## src/rtl/stimer_pkg.sv

```systemverilog
package stimer_pkg;
  localparam int TW = 64;
  typedef logic [TW-1:0] tword_t;
  localparam tword_t CMP_RST = '1;
endpackage

```

## src/rtl/stimer_reg.sv

```systemverilog
module stimer_reg #(
  parameter int W = 64,
  parameter logic [W-1:0] RST = '0
) (
  input  logic         clk,
  input  logic         rst_n,
  input  logic         we,
  input  logic [W-1:0] wd,
  output logic [W-1:0] q,
  output logic [W-1:0] nx
);
  // value that the coming edge stores; lets evaluation see a write at once
  always_comb nx = we ? wd : q;

  always_ff @(posedge clk) begin
    if (!rst_n) q <= RST;
    else        q <= nx;
  end
endmodule

```

## src/rtl/stimer_eval.sv

```systemverilog
module stimer_eval #(
  parameter int W = 64
) (
  input  logic         clk,
  input  logic         rst_n,
  input  logic         upd,
  input  logic         en,
  input  logic [W-1:0] cur_t,
  input  logic [W-1:0] ofs,
  input  logic [W-1:0] cmp,
  output logic         pend
);
  logic [W-1:0] eff_t;
  logic         hit;

  always_comb begin
    eff_t = cur_t + ofs;          // wraps modulo 2^W
    hit   = en && (eff_t >= cmp);
  end

  always_ff @(posedge clk) begin
    if (!rst_n)   pend <= 1'b0;
    else if (upd) pend <= hit;
  end

  AST_HOLD_NO_EVENT: assert property (@(posedge clk) disable iff (!rst_n)
    !upd |=> $stable(pend));
  AST_DISABLED_CLEARS: assert property (@(posedge clk) disable iff (!rst_n)
    (upd && !en) |=> !pend);
endmodule

```

## src/rtl/stimer_pend.sv

```systemverilog
module stimer_pend
  import stimer_pkg::*;
(
  input  logic        clk,
  input  logic        rst_n,
  input  logic        tick_vld,
  input  logic [63:0] tick_time,
  input  logic        scmp_we,
  input  logic [63:0] scmp_wdata,
  input  logic        vscmp_we,
  input  logic [63:0] vscmp_wdata,
  input  logic        delta_we,
  input  logic [63:0] delta_wdata,
  input  logic        menv_we,
  input  logic        menv_ena,
  input  logic        henv_we,
  input  logic        henv_ena,
  output logic        s_pend,
  output logic        vs_pend
);
  tword_t time_q, time_nx, scmp_q, scmp_nx, vscmp_q, vscmp_nx, delta_q, delta_nx;
  logic   men_q, men_nx, hen_q, hen_nx;
  logic   ev_s, ev_v, en_s, en_v;

  stimer_reg #(.W(TW), .RST('0)) u_time (
    .clk(clk), .rst_n(rst_n), .we(tick_vld), .wd(tick_time), .q(time_q), .nx(time_nx));
  stimer_reg #(.W(TW), .RST(CMP_RST)) u_scmp (
    .clk(clk), .rst_n(rst_n), .we(scmp_we), .wd(scmp_wdata), .q(scmp_q), .nx(scmp_nx));
  stimer_reg #(.W(TW), .RST(CMP_RST)) u_vscmp (
    .clk(clk), .rst_n(rst_n), .we(vscmp_we), .wd(vscmp_wdata), .q(vscmp_q), .nx(vscmp_nx));
  stimer_reg #(.W(TW), .RST('0)) u_delta (
    .clk(clk), .rst_n(rst_n), .we(delta_we), .wd(delta_wdata), .q(delta_q), .nx(delta_nx));
  stimer_reg #(.W(1), .RST(1'b0)) u_men (
    .clk(clk), .rst_n(rst_n), .we(menv_we), .wd(menv_ena), .q(men_q), .nx(men_nx));
  stimer_reg #(.W(1), .RST(1'b0)) u_hen (
    .clk(clk), .rst_n(rst_n), .we(henv_we), .wd(henv_ena), .q(hen_q), .nx(hen_nx));

  always_comb begin
    ev_s = tick_vld | scmp_we | menv_we;
    ev_v = tick_vld | vscmp_we | delta_we | menv_we | henv_we;
    en_s = men_nx;
    en_v = men_nx & hen_nx;
  end

  stimer_eval #(.W(TW)) u_eval_s (
    .clk(clk), .rst_n(rst_n), .upd(ev_s), .en(en_s),
    .cur_t(time_nx), .ofs('0), .cmp(scmp_nx), .pend(s_pend));
  stimer_eval #(.W(TW)) u_eval_vs (
    .clk(clk), .rst_n(rst_n), .upd(ev_v), .en(en_v),
    .cur_t(time_nx), .ofs(delta_nx), .cmp(vscmp_nx), .pend(vs_pend));

  AST_S_OFF_WHEN_DISABLED: assert property (@(posedge clk) disable iff (!rst_n)
    !men_q |-> !s_pend);
  AST_VS_OFF_WHEN_DISABLED: assert property (@(posedge clk) disable iff (!rst_n)
    !(men_q && hen_q) |-> !vs_pend);
  AST_S_TICK_COMPARE: assert property (@(posedge clk) disable iff (!rst_n)
    (tick_vld && men_q && !menv_we && !scmp_we)
      |=> (s_pend == ($past(tick_time) >= $past(scmp_q))));
endmodule

```

## config.mk

```make
export PLATFORM = sky130hd
export DESIGN_NAME = stimer_pend
export DESIGN_NICKNAME = d
export VERILOG_FILES = /design/src/rtl/stimer_pkg.sv /design/src/rtl/stimer_reg.sv /design/src/rtl/stimer_eval.sv /design/src/rtl/stimer_pend.sv
export SDC_FILE = /design/constraint.sdc
export NUM_CORES = 1
export LEC_CHECK = 0
export BUFFER_PORTS_ARGS = -buffer_cell sky130_fd_sc_hd__buf_4
export CORE_MARGIN = 4
export CORE_UTILIZATION = 25
export DETAILED_ROUTE_END_ITERATION = 10
export GPL_TIMING_DRIVEN = 0
export SLEW_MARGIN = 20
export SYNTH_ARGS = -nofsm -noshare
export SYNTH_HDL_FRONTEND = slang
export SYNTH_SLANG_ARGS = --single-unit
export TNS_END_PERCENT = 100
```

## constraint.sdc

```tcl
create_clock -name clk -period 9.95 [get_ports clk]
set_input_delay 0.4975 -clock clk [delete_from_list [all_inputs] [get_ports clk]]
set_output_delay 0.4975 -clock clk [all_outputs]
set_load 0.005 [all_outputs]
```

=== Word level (Yosys, flattened, before mapping) ===
Index checks and enable logic that the tools add are counted.

* Add/sub/neg operators: 1
* Multiply operators: 0
* Div/mod/pow operators: 0
* Order comparisons: 2
* Equality and inequality tests: 0
* Shift-type cells: 0
* Muxes and demuxes: 6
* Bitwise operators: 7
* Reduce and logical (&&, ||, !) cells: 2

{| class="wikitable"
|+ Operators with widths
! kind !! number
|-
| $mux 64 || 4
|-
| $ge 64x64->1 || 2
|-
| $add 64x64->64 || 1
|-
| $or 1x1->1 || 6
|-
| $logic_and 1x1->1 || 2
|-
| $mux 1 || 2
|-
| $and 1x1->1 || 1
|}

* Flip-flop bits (word level): 260
* Latch bits: 0
* RAM bits: 0
* Memory bits (read-only): 0
* Output and inout port bits: 2
* Memories kept: 0

=== Depth between registers and ports, before layout ===
* Depth in word-level cells: 4
* Mapped depth: 28
* Gate-level depth less buffers: 26

=== By module ===
Synthesis repeated with hierarchy kept, for this count alone.

* Cells, all modules: 2392
* Area, all modules: 22110.0 um2

{| class="wikitable"
|+ By module, submodules not included
! module !! instances !! cells each !! area an instance (um2)
|-
| stimer_reg at u_scmp ... || 2 || 206 || 2785.2
|-
| stimer_reg at u_delta ... || 2 || 205 || 2783.9
|-
| stimer_eval at u_eval_vs || 1 || 801 || 5496.5
|-
| stimer_eval at u_eval_s || 1 || 757 || 5358.9
|-
| stimer_reg at u_hen ... || 2 || 3 || 43.8
|-
| stimer_pend || 1 || 6 || 28.8
|}

=== Worst setup path after synthesis ===
Ideal clock, no wire load.

* Path kind: input to register
* Start: in tick_vld
* End: reg u_eval_vs.pend
* Library setup time: 147 ps
* Arrival: 5742 ps
* Path slack: 4061 ps
* Stages: 26
* Cell sequence: clkbuf_1 -> clkbuf_1 -> mux2_2 -> ha_1 -> buf_6 -> a21o_1 -> a21o_1 -> a221o_1 -> a21bo_1 -> a211oi_2 -> a21oi_1 -> or3_4 -> a21o_2 -> a41oi_2 -> xnor2_1 -> ha_1 -> a21o_1 -> a21o_1 -> a21oi_1 -> nor2b_1 -> o21ai_0 -> a31oi_1 -> a2111oi_0 -> nand3_1 -> a41oi_1 -> a211oi_1

* Longest elaborated chain between the ends: 4
* Elaborated cells on any way between the ends: 8
* Classes of those cells: add/sub: 1; order compare: 1; mux: 1; bitwise: 4; reduce/logical: 1

{| class="wikitable"
|+ RTL lines
! element !! line !! source
|-
| start, declared || stimer_pend.sv:6 || <nowiki>input logic tick_vld,</nowiki>
|-
| $mux 64 || stimer_reg.sv:13 || <nowiki>always_comb nx = we ? wd : q;</nowiki>
|-
| net time_nx[18] || stimer_pend.sv:21 || <nowiki>tword_t time_q, time_nx, scmp_q, scmp_nx, vscmp_q, vscmp_nx, delta_q, delta_nx;</nowiki>
|-
| $add 64x64->64 || stimer_eval.sv:17 || <nowiki>eff_t = cur_t + ofs;</nowiki>
|-
| $ge 64x64->1 || stimer_eval.sv:18 || <nowiki>hit = en && (eff_t >= cmp);</nowiki>
|-
| $logic_and 1x1->1 || stimer_eval.sv:18 ||
|-
| end signal, assigned || stimer_eval.sv:23 || <nowiki>else if (upd) pend <= hit;</nowiki>
|-
| end, declared || stimer_eval.sv:11 || <nowiki>output logic pend</nowiki>
|}

The timed path passes the listed nets, and every way through them passes these cells.
A chain may end at the register's enable or synchronous reset.

=== Worst setup path after layout ===
Same ends and word-level chain as after synthesis.

==> impl_metrics.env <==
export IMPL_status="completed"
export IMPL_row_count=92
export IMPL_pre_cts_ws_ps=1470
export IMPL_place_gp_congestion=0.864
export IMPL_grtUsageTotal_pct=17.0
export IMPL_ys_async_sr_fraction_pct=0
export IMPL_syn_num_nets=2166
export IMPL_htree_num_levels=2
export IMPL_setup_viol=0
export IMPL_dr_pass1_iters=5
export IMPL_cts_sinks=260
export IMPL_finalPower_mw=3.34
export IMPL_core_area_um2=63000
export IMPL_drv_slew=0
export IMPL_synth_area_per_cell_um2=9.30
export IMPL_start_kind="input pin"
export IMPL_cts_root_buf="clkbuf_16"
export IMPL_ys_seq_elements=260
export IMPL_synth_top_cells_by_area="dfxtp_1 33%, ha_1 15%, mux2_2 8.9%"
export IMPL_finalInstanceArea_um2=20200
export IMPL_ctsResizeCount=0
export IMPL_drc=0
export IMPL_cts_hold_buf=0
export IMPL_synthCells=1708
export IMPL_rsz0062_at_grt="false"
export IMPL_numCtsBuffers=34
export IMPL_p_per_area_nw_per_um2=166
export IMPL_synthFlopType="dfxtp_1"
export IMPL_finalNetCount=2469
export IMPL_final_cell_mix="266 x buf_4, 260 x dfxtp_1, 204 x nand2_1"
export IMPL_drive_gt1_share_pct=23.3
export IMPL_clock_tree_buffer_depth=3
export IMPL_io_pin_count=268
export IMPL_yosysTopAreaCell="dfxtp_1"
export IMPL_place_area_um2=19000
export IMPL_max_cap_viol_count=0
export IMPL_die_area_um2=67600
export IMPL_port_buffers=266
export IMPL_critPathRequiredTime_ps=10320
export IMPL_seq_area_frac_synth_pct=32.8
export IMPL_dp_hpwl_um=48400
export IMPL_tightest_slew_ps=1010
export IMPL_grt_pass1_vias=13800
export IMPL_initial_utilization_pct=25.2
export IMPL_detail_route_antenna_nets=0
export IMPL_insertion_delay_ps=540
export IMPL_mostFrequentLayoutCell="buf_4"
export IMPL_grt_antenna_before_repair=1
export IMPL_syn_to_final_growth_pct=26.9
export IMPL_fmax_mhz=129
export IMPL_timing_hold_ws_ps=211
export IMPL_wire_per_inst_um=20.6
export IMPL_layout_min_cycle_time_ps=7760
export IMPL_yosysWarningCount=0
export IMPL_drt_total_wl_um=59400
export IMPL_ir_worst_vdd_v=0.000107
export IMPL_synth_edff_count=0
export IMPL_synthDistinctLibCells=57
export IMPL_die_w_um=260
export IMPL_vias=13600
export IMPL_worst_ep_arrival_time_ps=8130
export IMPL_drtIter0Drc=667
export IMPL_clk_pin_slew_ps=60
export IMPL_synth_top_cell_area_share_pct=32.8
export IMPL_tritoncts="yes"
export IMPL_hold_class="input pin to flip-flop"
export IMPL_hold_viol_final=0
export IMPL_grt_overflow=0
export IMPL_crit_path_end_kind="flip-flop"
export IMPL_p_leak_nw=9.58
export IMPL_postCtsSetupBuffers=0
export IMPL_synth_area_um2=15900
export IMPL_vias_per_cell=4.71
export IMPL_finClkSkew_ps=19.2
export IMPL_grt_pass1_wl_um=85300
export IMPL_worst_path_max_fanout=10
export IMPL_min_period_over_period_pct=78.0
export IMPL_layoutNonFillerInstCount=2882
export IMPL_slew_headroom_pct=31.3
export IMPL_dp_cells=2820
export IMPL_worst_slack_ps=2190
export IMPL_fin_util_pct=32.0
export IMPL_tns_ps=0
export IMPL_die_y_um=260
export IMPL_grt_start_max_net_pins=13
export IMPL_criticalPathCategory="input pin to flip-flop"
## layer usage
metal  up-vias  global-route usage, %  part of all wire, %
met5         -                      0                    0
met1      6407                   22.4                   46
met3        89                   2.39                  4.8
met4         0                   6.28                  3.5
li1       6718                      -                    -
met2       350                   28.4                   46
## synthesized netlist by cell type (all sizes together), types with 14 or more instances
library cell    n
mux2i         134
clkbuf         57
nor2b          15
nor2           66
nor3           17
xor2           26
o21ai          60
mux2          125
xnor2          34
inv            22
nand2b         14
a21oi         115
a21o           78
ha            191
and2          126
nand4          36
dfxtp         260
nand2         204
## kinds of logic after synthesis
kind of cell	synth area share [%]
simple gates	15.9
compound gates	13.3
flops	32.8
mux	17.3
fa+ha+maj	15.2
buf+inv	2.29
xor+xnor	3.31
## report_power, final
group	switching [mW]	leakage (nW)	internal, mW
Combinational	0.507	6.85	0.393
Clock	0.500	0.579	0.819
Sequential	0.0145	2.15	1.10
## area by class of cell
| cell class | count | area [um^2] |
|---|---|---|
| Clock buffer | 43 | 926 |
| Multi-Input combinational cell | 1355 | 10300 |
| Antenna cell | 1 | 2.50 |
| Clock inverter | 17 | 256 |
| Timing Repair Buffer | 267 | 2010 |
| Buffer | 70 | 297 |
| Inverter | 23 | 86.3 |
| Sequential cell | 260 | 5200 |
| Tap cell | 846 | 1060 |
| Fill cell | 6553 | 42800 |
## sequential cells by signal, summed over array words and instances (netlist names)
name            count
u_time.q           64
u_delta.q          64
u_eval_s.pend       1
u_scmp.q           64
u_men.q             1
u_eval_vs.pend      1
u_vscmp.q          64
u_hen.q             1
## critical path, cell delays in order
cell       delay, ps
buf_4            110
clkbuf_1         640
clkbuf_2         640
mux2_2           450
ha_1             420
o21a_1           160
o211ai_1         100
or4b_4           610
a311oi_4         500
nand4_1          350
a21oi_1          280
or3_4            190
a21o_2           170
a41oi_2          120
xnor2_1          210
ha_1             280
a21o_1           160
a21o_1           170
a21oi_1          150
nor2b_1           60
o21ai_0          160
a31oi_1          180
a2111oi_0        910
nand3_1          160
a41oi_1          340
a211oi_1          80
## worst paths after layout
path,from,end,slack [ps],depth (start not counted)
worst min register to register,u_scmp.q[2],u_scmp.q[2],470,2
worst max register to register,u_time.q[5],u_eval_vs.pend,3410,23
worst min-delay path,vscmp_wdata[56],u_vscmp.q[56],210,3
worst max-delay path,tick_vld,u_eval_vs.pend,2190,26
Note: power is estimated with default switching activity, not from simulation.
